[config.mk]
export PLATFORM = sky130hd
export DESIGN_NAME = hfb_ctrl
export DESIGN_NICKNAME = d
export VERILOG_FILES = /design/src/rtl/hfb_pkg.sv /design/src/rtl/hfb_misr.sv /design/src/rtl/hfb_stim_mux.sv /design/src/rtl/hfb_seq.sv /design/src/rtl/hfb_ctrl.sv
export SDC_FILE = /design/constraint.sdc
export NUM_CORES = 1
export LEC_CHECK = 0
export ABC_AREA = 1
export BUFFER_PORTS_ARGS = -buffer_cell sky130_fd_sc_hd__clkbuf_2
export CORE_MARGIN = 3
export CORE_UTILIZATION = 31
export DETAILED_ROUTE_END_ITERATION = 10
export GPL_TIMING_DRIVEN = 0
export PLACE_DENSITY = 0.62
export SLEW_MARGIN = 0
export SYNTH_ARGS = -nofsm -noshare
export SYNTH_HDL_FRONTEND = slang
export SYNTH_HIERARCHICAL = 1
export SYNTH_SLANG_ARGS = --single-unit
[constraint.sdc]
create_clock -name clk_i -period 1.7 [get_ports clk_i]
set_clock_uncertainty 0.15 [all_clocks]
set_input_delay 0.085 -clock clk_i [delete_from_list [all_inputs] [get_ports clk_i]]
set_output_delay 0.085 -clock clk_i [all_outputs]
set_load 0.01 [all_outputs]
[src/rtl/hfb_pkg.sv]
package hfb_pkg;
  typedef enum logic [2:0] {
    ST_IDLE, ST_LOAD, ST_RUN, ST_NEXT, ST_DET, ST_CMP, ST_DONE
  } hfb_state_e;

  function automatic int idx_w(input int n);
    return (n < 2) ? 1 : $clog2(n);
  endfunction
endpackage

[src/rtl/hfb_misr.sv]
module hfb_misr #(
  parameter int          W    = 16,
  parameter logic [W-1:0] POLY = 16'h6801,
  parameter logic [W-1:0] SEED = '1
) (
  input  logic         clk_i,
  input  logic         rst_ni,
  input  logic         clr_i,
  input  logic         upd_i,
  input  logic [W-1:0] data_i,
  output logic [W-1:0] sig_o
);
  logic [W-1:0] sig_q, fb;

  assign fb = sig_q[W-1] ? POLY : '0;

  always_ff @(posedge clk_i or negedge rst_ni) begin
    if (!rst_ni)    sig_q <= SEED;
    else if (clr_i) sig_q <= SEED;
    else if (upd_i) sig_q <= {sig_q[W-2:0], 1'b0} ^ fb ^ data_i;
  end

  assign sig_o = sig_q;


  seed_load_chk: assert property (@(posedge clk_i) disable iff (!rst_ni)
    clr_i |=> sig_o == SEED);

  sig_hold_chk: assert property (@(posedge clk_i) disable iff (!rst_ni)
    (!clr_i && !upd_i) |=> $stable(sig_o));
endmodule

[src/rtl/hfb_stim_mux.sv]
module hfb_stim_mux #(
  parameter int STIMW = 16
) (
  input  logic             sel_i,
  input  logic [STIMW-1:0] func_i,
  input  logic [STIMW-1:0] pat_i,
  output logic [STIMW-1:0] alu_in_o
);
  for (genvar b = 0; b < STIMW; b++) begin : g_bit
    assign alu_in_o[b] = sel_i ? pat_i[b] : func_i[b];
  end
endmodule

[src/rtl/hfb_seq.sv]
module hfb_seq
  import hfb_pkg::*;
#(
  parameter int NUM_PAIRS = 3,
  parameter int NUM_PATS  = 5,
  localparam int PW = idx_w(NUM_PAIRS),
  localparam int TW = idx_w(NUM_PATS)
) (
  input  logic          clk_i,
  input  logic          rst_ni,
  input  logic          start_i,
  input  logic          div_done_i,
  input  logic          obs_valid_i,
  input  logic          sig_match_i,
  output logic [PW-1:0] pair_idx_o,
  output logic [TW-1:0] pat_idx_o,
  output logic          div_start_o,
  output logic          det_apply_o,
  output logic          misr_clr_o,
  output logic          misr_upd_o,
  output logic          pass_o,
  output logic          fail_o
);
  localparam int LAST_PAIR = (NUM_PAIRS > 0) ? NUM_PAIRS - 1 : 0;
  localparam int LAST_PAT  = (NUM_PATS  > 0) ? NUM_PATS  - 1 : 0;

  hfb_state_e st_q, st_d;
  logic [PW-1:0] pair_q;
  logic [TW-1:0] pat_q;
  logic start_ok, last_pair, last_pat, pass_q, fail_q;

  assign start_ok  = start_i && (st_q == ST_IDLE || st_q == ST_DONE);
  assign last_pair = pair_q == PW'(LAST_PAIR);
  assign last_pat  = pat_q == TW'(LAST_PAT);

  always_comb begin
    st_d = st_q;
    case (st_q)
      ST_IDLE, ST_DONE:
        if (start_i) begin
          if (NUM_PAIRS > 0)     st_d = ST_LOAD;
          else if (NUM_PATS > 0) st_d = ST_DET;
          else                   st_d = ST_CMP;
        end
      ST_LOAD: st_d = ST_RUN;
      ST_RUN:  if (div_done_i) st_d = ST_NEXT;
      ST_NEXT: begin
        if (!last_pair)        st_d = ST_LOAD;
        else if (NUM_PATS > 0) st_d = ST_DET;
        else                   st_d = ST_CMP;
      end
      ST_DET:  if (last_pat) st_d = ST_CMP;
      ST_CMP:  st_d = ST_DONE;
      default: st_d = ST_IDLE;
    endcase
  end

  always_ff @(posedge clk_i or negedge rst_ni) begin
    if (!rst_ni) begin
      st_q   <= ST_IDLE;
      pair_q <= '0;
      pat_q  <= '0;
      pass_q <= 1'b0;
      fail_q <= 1'b0;
    end else begin
      st_q <= st_d;
      if (start_ok) begin
        pair_q <= '0;
        pat_q  <= '0;
        pass_q <= 1'b0;
        fail_q <= 1'b0;
      end else begin
        if (st_q == ST_NEXT && !last_pair) pair_q <= pair_q + PW'(1);
        if (st_q == ST_DET && !last_pat)   pat_q  <= pat_q + TW'(1);
        if (st_q == ST_CMP) begin
          pass_q <= sig_match_i;
          fail_q <= !sig_match_i;
        end
      end
    end
  end

  assign pair_idx_o  = pair_q;
  assign pat_idx_o   = pat_q;
  assign div_start_o = st_q == ST_LOAD;
  assign det_apply_o = st_q == ST_DET;
  assign misr_clr_o  = start_ok;
  // strobes outside a running division are ignored
  assign misr_upd_o  = det_apply_o || (st_q == ST_RUN && obs_valid_i);
  assign pass_o      = pass_q;
  assign fail_o      = fail_q;


  start_pulse_chk: assert property (@(posedge clk_i) disable iff (!rst_ni)
    div_start_o |=> !div_start_o);

  det_step_chk: assert property (@(posedge clk_i) disable iff (!rst_ni)
    (det_apply_o && $past(det_apply_o)) |-> pat_idx_o == $past(pat_idx_o) + TW'(1));

  one_result_chk: assert property (@(posedge clk_i) disable iff (!rst_ni)
    !(pass_o && fail_o));

  result_hold_chk: assert property (@(posedge clk_i) disable iff (!rst_ni)
    (pass_o && !start_i) |=> pass_o);
endmodule

[src/rtl/hfb_ctrl.sv]
module hfb_ctrl
  import hfb_pkg::*;
#(
  parameter int             NUM_PAIRS = 3,
  parameter int             NUM_PATS  = 5,
  parameter int             OPW       = 8,
  parameter int             STIMW     = 16,
  parameter int             OBSW      = 16,
  parameter logic [OBSW-1:0] POLY     = 16'h6801,
  parameter logic [OBSW-1:0] SEED     = '1,
  localparam int PW = idx_w(NUM_PAIRS),
  localparam int TW = idx_w(NUM_PATS)
) (
  input  logic             clk_i,
  input  logic             rst_ni,
  input  logic             start_i,
  output logic [PW-1:0]    opmem_addr_o,
  input  logic [OPW-1:0]   opmem_a_i,
  input  logic [OPW-1:0]   opmem_b_i,
  output logic [OPW-1:0]   div_a_o,
  output logic [OPW-1:0]   div_b_o,
  output logic             div_start_o,
  input  logic             div_done_i,
  input  logic [STIMW-1:0] func_stim_i,
  output logic [TW-1:0]    pat_addr_o,
  input  logic [STIMW-1:0] pat_data_i,
  output logic             alu_sel_o,
  output logic [STIMW-1:0] alu_in_o,
  input  logic             obs_valid_i,
  input  logic [OBSW-1:0]  obs_word_i,
  input  logic [OBSW-1:0]  golden_i,
  output logic             pass_o,
  output logic             fail_o
);
  logic misr_clr, misr_upd, det_apply;
  logic [OBSW-1:0] sig;

  hfb_seq #(.NUM_PAIRS(NUM_PAIRS), .NUM_PATS(NUM_PATS)) u_seq (
    .clk_i       (clk_i),
    .rst_ni      (rst_ni),
    .start_i     (start_i),
    .div_done_i  (div_done_i),
    .obs_valid_i (obs_valid_i),
    .sig_match_i (sig == golden_i),
    .pair_idx_o  (opmem_addr_o),
    .pat_idx_o   (pat_addr_o),
    .div_start_o (div_start_o),
    .det_apply_o (det_apply),
    .misr_clr_o  (misr_clr),
    .misr_upd_o  (misr_upd),
    .pass_o      (pass_o),
    .fail_o      (fail_o)
  );

  hfb_misr #(.W(OBSW), .POLY(POLY), .SEED(SEED)) u_misr (
    .clk_i  (clk_i),
    .rst_ni (rst_ni),
    .clr_i  (misr_clr),
    .upd_i  (misr_upd),
    .data_i (obs_word_i),
    .sig_o  (sig)
  );

  hfb_stim_mux #(.STIMW(STIMW)) u_mux (
    .sel_i    (det_apply),
    .func_i   (func_stim_i),
    .pat_i    (pat_data_i),
    .alu_in_o (alu_in_o)
  );

  assign alu_sel_o = det_apply;
  assign div_a_o   = opmem_a_i;
  assign div_b_o   = opmem_b_i;
endmodule

# Word-level counts from Yosys, hierarchy flattened
# Cells that the tools add are included.
[classes] n_reduce_logical=16 bitwise_logic=2 muxes=32 n_eq_ne=12 addsub=2
[ops] cell="$mux W16" n=2
[ops] cell="$xor A16 B16 Y16" n=2
[ops] cell="$mux W1" n=20
[ops] cell="$mux W3" n=6
[ops] cell="$pmux W3 S6" n=1
[ops] cell="$eq A16 B16 Y1" n=1
[ops] cell="$mux W15" n=1
[ops] cell="$eq A3 B3 Y1 const B" n=4
[ops] cell="$reduce_bool A2 Y1" n=4
[ops] cell="$eq A3 B2 Y1 const B" n=2
[ops] cell="$ne A2 B2 Y1 const B" n=3
[ops] cell="$logic_and A1 B1 Y1" n=4
[ops] cell="$mux W2" n=2
[ops] cell="$add A3 B1 Y3 const B" n=1
[ops] cell="$eq A3 B1 Y1 const B" n=1
[ops] cell="$logic_not A1 Y1" n=3
[ops] cell="$logic_not A3 Y1" n=1
[ops] cell="$reduce_and A3 Y1" n=1
[ops] cell="$add A2 B1 Y2 const B" n=1
[ops] cell="$eq A2 B2 Y1 const B" n=1
[ops] cell="$logic_or A1 B1 Y1" n=2
[ops] cell="$reduce_or A2 Y1" n=1
[totals] out_inout_bits=41 wordCells=70 input_bits=85 register_bits=26

# Depth between registers and ports, before layout
[logic_depth] word_depth=5 ltp_mapped=11 depth_no_buf=11

# Hierarchy
# Netlist, hierarchy kept.
[by_module_without_submodules] module="hfb_misr" n_inst=1 area_each_um2=862.1 cells_each=92 seq_area_each_um2=420.4
[by_module_without_submodules] module="hfb_seq" n_inst=1 area_each_um2=676.9 cells_each=92 seq_area_each_um2=250.2
[by_module_without_submodules] module="hfb_ctrl" n_inst=1 area_each_um2=366.6 cells_each=67 seq_area_each_um2=0.0
[by_module_without_submodules] module="hfb_stim_mux" n_inst=1 area_each_um2=244.0 cells_each=52 seq_area_each_um2=0.0

# Worst setup path before layout
# Ideal clock, no wire load.
[synth_timing] kind="register to register" from="reg u_seq.st_q[0]" to="reg u_misr.sig_q[2] (netlist: u_misr/sig_o[2])" required_time_ns=1.478 path_stages_with_launch=11 t_arrival_ns=1.436 n_path_buf=3 setup_ns=0.072 synth_period_minus_slack_ns=1.658 setup_slack_ns=0.042 path_cell_list="dfrtp_1 buf_6 nor2_2 nand2_1 nand2_2 nand2_4 inv_2 buf_2 buf_2 a21oi_1 o21ai_1"
[synth_via] elab_chain_len=4 word_cells_on_any_way=10 cone_classes="3 x eq/ne; 1 x mux; 6 x reduce/logical"
[synth_rtl] element="start: declaration" line_no="hfb_seq.sv:27" text="hfb_state_e st_q, st_d;"
[synth_rtl] element="start signal: assignment" line_no="hfb_seq.sv:66" text="st_q <= st_d;"
[synth_rtl] element="$eq A3 B3 Y1 or $logic_not A3 Y1 (tied branches)" line_no="hfb_seq.sv:32" text="assign start_ok = start_i && (st_q == ST_IDLE || st_q == ST_DONE);"
[synth_rtl] element="$logic_or A1 B1 Y1 *" line_no="hfb_seq.sv:32"
[synth_rtl] element="$logic_and A1 B1 Y1 *" line_no="hfb_seq.sv:32"
[synth_rtl] element="net misr_clr" line_no="hfb_ctrl.sv:35" text="logic misr_clr, misr_upd, det_apply;"
[synth_rtl] element="$mux W16 or $reduce_bool A2 Y1 (tied branches)"
[synth_rtl] element="end signal: assignment" line_no="hfb_misr.sv:20" text="else if (upd_i) sig_q <= {sig_q[W-2:0], 1'b0} ^ fb ^ data_i;"
[synth_rtl] element="end: declaration" line_no="hfb_misr.sv:13" text="logic [W-1:0] sig_q, fb;"
# The timed path passes the listed nets; every way through them passes the cells marked *.
# A chain may end at the register's enable or synchronous reset.

# Worst setup path in the final report
[layout_timing] from="reg u_seq.st_q[1]" to="out alu_in_o[0]"
[layout_via] elab_chain_len=2
[layout_rtl] element="$eq A3 B3 Y1" line_no="hfb_seq.sv:86" text="assign det_apply_o = st_q == ST_DET;"
[layout_rtl] element="$mux W1" line_no="hfb_stim_mux.sv:10" text="assign alu_in_o[b] = sel_i ? pat_i[b] : func_i[b];"
[layout_rtl] element="end: declaration" line_no="hfb_ctrl.sv:28" text="output logic [STIMW-1:0] alu_in_o,"
# Every way passes these cells.

==> flow_summary.ini <==
[outcome]
status = finished with violations
violations = setup timing

[layout]
finish.instance_area_mm2 = 0.003357
num-fill-cells = 647
drive_gt1_share_pct = 50.22
fin_cells = 533
area_growth_pct = 56.17
layout.nets = 546
num_antenna_cells = 0

[timing]
period_share_pct = 105.1
relSlewSlack_pct = 56.64
hold_violations = 0
fmax_mhz = 559.7
setup_viol = 18
setup_ws_ns = -0.08656
holdWs_ns = 0.008117
rsz0062_at_grt = true
finalCriticalPeriod_ns = 1.787
drv_slew = 0
worst_pin_slew_ns = 0.6505

[setup_path]
crit_required_ns = 1.46
crit_top_cell = nand2_2
crit_fanout = 8
crit_chain = nor2_4 -> nand2_2 -> inv_2 -> buf_6 -> inv_8 -> clkbuf_16 -> nand2_2 -> nand2_2 -> clkbuf_2
criticalPathCategory = reg -> out
path_buf_inv = 5
crit_arrival_ns = 1.55
endpoint_kind = primary output
critPathLaunchType = flop
crit_family = buffers and inverters
cpMaxStageDelayCell = dfrtp_2
critical_path.max_stage_delay_ns = 0.46

[synth]
synth.top_cell.area_share_pct = 19.56
synth_area_per_cell_um2 = 7.094
synthCells = 303
async_flop_share_pct = 100.0
ys_warn_count = 6
ys_seq_area_share_pct = 31.20
synth_cell_types = 27
synth_flop_cell = dfstp_2
synth_common_cells = 106 x nand2_1, 27 x inv_1, 24 x xnor2_1
synth.largest_area_cell = dfstp_2
syn-num-nets = 392
ys_ff_latch = 26
syn_area_mm2 = 0.002150
synth.top_cells.by_area = dfstp_2 20%, nand2_1 19%, dfrtp_1 12%
yosysMostFrequentCell = nand2_1
synth_enable_flop_cells = 0

[clocking]
cts_buffers = 3
clk_latency_ns = 0.28
clockBufferDepth = 2
clkTransAtPathRegs_ns = 0.10
cts_sinks = 26
htreeDepth = 1
cts_tree = yes
clockRootBuffer = clkbuf_8

[floorplan]
die_w_um = 89.27
ioPinCount = 126
die_h_um = 89.27
row_count = 29
core_area_mm2 = 0.006531
start_util_pct = 32.91
fp.dieArea_mm2 = 0.007969

[placement]
finalWeightedCongestion = 0.8044
dpl_cell_area_mm2 = 0.002791
hpwlAfterDp_um = 4510
preCtsSetupSlack_ns = -0.2158
dp.cells = 489
portBuffers = 109

[routing]
avgRoutedWirePerCell_um = 11.31
drtIter0Drc = 48
routed_wl_um = 6026
via_per_inst = 4.330
ant_nets = 0
drt-pass1-iter-count = 4
drc = 0
via_count = 2308

[power]
p_per_area_mw_per_mm2 = 1106
p_leak_nw = 1.882
ir_drop_mv = 0.8258

[global_routing]
grt.overflow.total = 0
track_usage_pct = 13.86
grt_max_degree = 27
first_global_vias = 2137
grt_pass1_wl_um = 8956
antenna_found_initial = 0

[flow_run]
maxCapViolations = 0

[min_path]
hp-class = in -> reg
[per-stage QoR]
step	util, %	setup TNS (ns)	power [mW]
global placement	42.74	-1.724	2.727
global route	51.40	-3.531	4.023
finish	51.40	-0.8481	3.712
CTS	48.08	-1.228	3.492
floorplan	-	0	2.353
detailed placement	42.74	-2.082	2.773
[kinds of logic after synthesis]
group | synth area share (%)
flops | 31.20
fa+ha+maj | 2.328
compound gates | 9.953
simple gates | 29.28
xor+xnor | 10.59
buf+inv | 16.65
[cell type report]
class / count / area (um^2) / share of cell area, %
clock buffer: 3 / 41.29 / 1.230
multi-input combinational: 215 / 1184 / 35.26
clock inverter: 1 / 30.03 / 0.8945
tap: 77 / 96.34 / 2.870
sequential: 26 / 674.4 / 20.09
inverter: 37 / 148.9 / 4.435
buffer: 24 / 237.7 / 7.082
timing repair buffer: 150 / 944.7 / 28.14
[layer usage]
layer	share of wire [%]	GRT usage, %	vias up
li1	-	-	1227
met3	7.3	1.935	2
met4	0.17	1.624	0
met5	0	0	-
met2	52	27.66	82
met1	41	15.83	997
[report_power, final]
part           total [mW]  switching, mW  internal (mW)  leakage, nW
Sequential           1.28          0.292          0.988        0.301
Clock               0.517          0.202          0.315       0.0357
Combinational        1.91          0.884           1.03         1.55
[tightest hold or removal path, cell delays in order]
cell and delay, ns:
clkbuf_2 0.13, nand2_4 0.08, inv_4 0.06, nor2_1 0.04
[cells in the final DEF, fill, tap and decap left out]
| master | count |
|---|---|
| inv_2 | 9 |
| o21ai_2 | 3 |
| bufinv_16 | 1 |
| nand2_1 | 97 |
| nor2_1 | 11 |
| xnor2_1 | 23 |
| a21oi_2 | 7 |
| a21oi_4 | 1 |
| buf_4 | 39 |
| buf_12 | 3 |
| dfrtp_2 | 3 |
| nor2_4 | 2 |
| o21ai_1 | 15 |
| ha_1 | 4 |
| buf_6 | 3 |
| nand4_1 | 3 |
| inv_4 | 1 |
| xnor2_2 | 1 |
| buf_8 | 2 |
| clkbuf_16 | 3 |
| clkbuf_2 | 103 |
| nor2_2 | 1 |
| nand2_2 | 16 |
| a21oi_1 | 9 |
| inv_1 | 26 |
| dfrtp_1 | 7 |
| dlygate4sd3_1 | 14 |
| o21ai_0 | 1 |
| xor2_1 | 2 |
| nand2_4 | 1 |
| dfstp_2 | 16 |
| nand3_2 | 3 |
| nand3_1 | 15 |
| buf_2 | 7 |
| clkbuf_8 | 3 |
| inv_8 | 1 |
[registers in the layout, summed over array words and instances, names as in the netlist]
register and count:
u_seq/fail_o 1, u_seq/pair_idx_o 2, u_seq/pass_o 1, u_seq/st_q 3
u_misr/sig_o 16, u_seq/pat_idx_o 3
[path summary, 6_finish.rpt]
| path | startpoint | end | slack, ns | cells past startpoint |
|---|---|---|---|---|
| max | u_seq/st_q[1]$_DFFE_PN0P_ | alu_in_o[0] | -0.09 | 9 |
| min | start_i | u_seq/fail_o$_DFFE_PN0P_ | 0.008 | 4 |
| max reg2reg | u_seq/st_q[0]$_DFFE_PN0P_ | u_misr/sig_o[8]$_DFFE_PN1P_ | -0.06 | 10 |
| min reg2reg | u_misr/sig_o[9]$_DFFE_PN1P_ | u_misr/sig_o[10]$_DFFE_PN1P_ | 0.41 | 2 |
| max in group asynchronous | rst_ni | u_seq/st_q[2]$_DFFE_PN0P_ | 0.72 | 2 |
| min in group asynchronous | rst_ni | u_seq/pass_o$_DFFE_PN0P_ | 0.22 | 2 |
[repair_timing]
action | 4_1_cts | 5_1_grt
gates resized for setup | 15 | 28
hold buffers | 14 | 0
setup buffers | 13 | 11
pin swaps | 1 | 15
endpoints found under the hold margin | 23 | 0
cloned | 0 | 3
endpoints found under the setup margin | 31 | 34
Note: power is estimated with default switching activity, not from simulation.
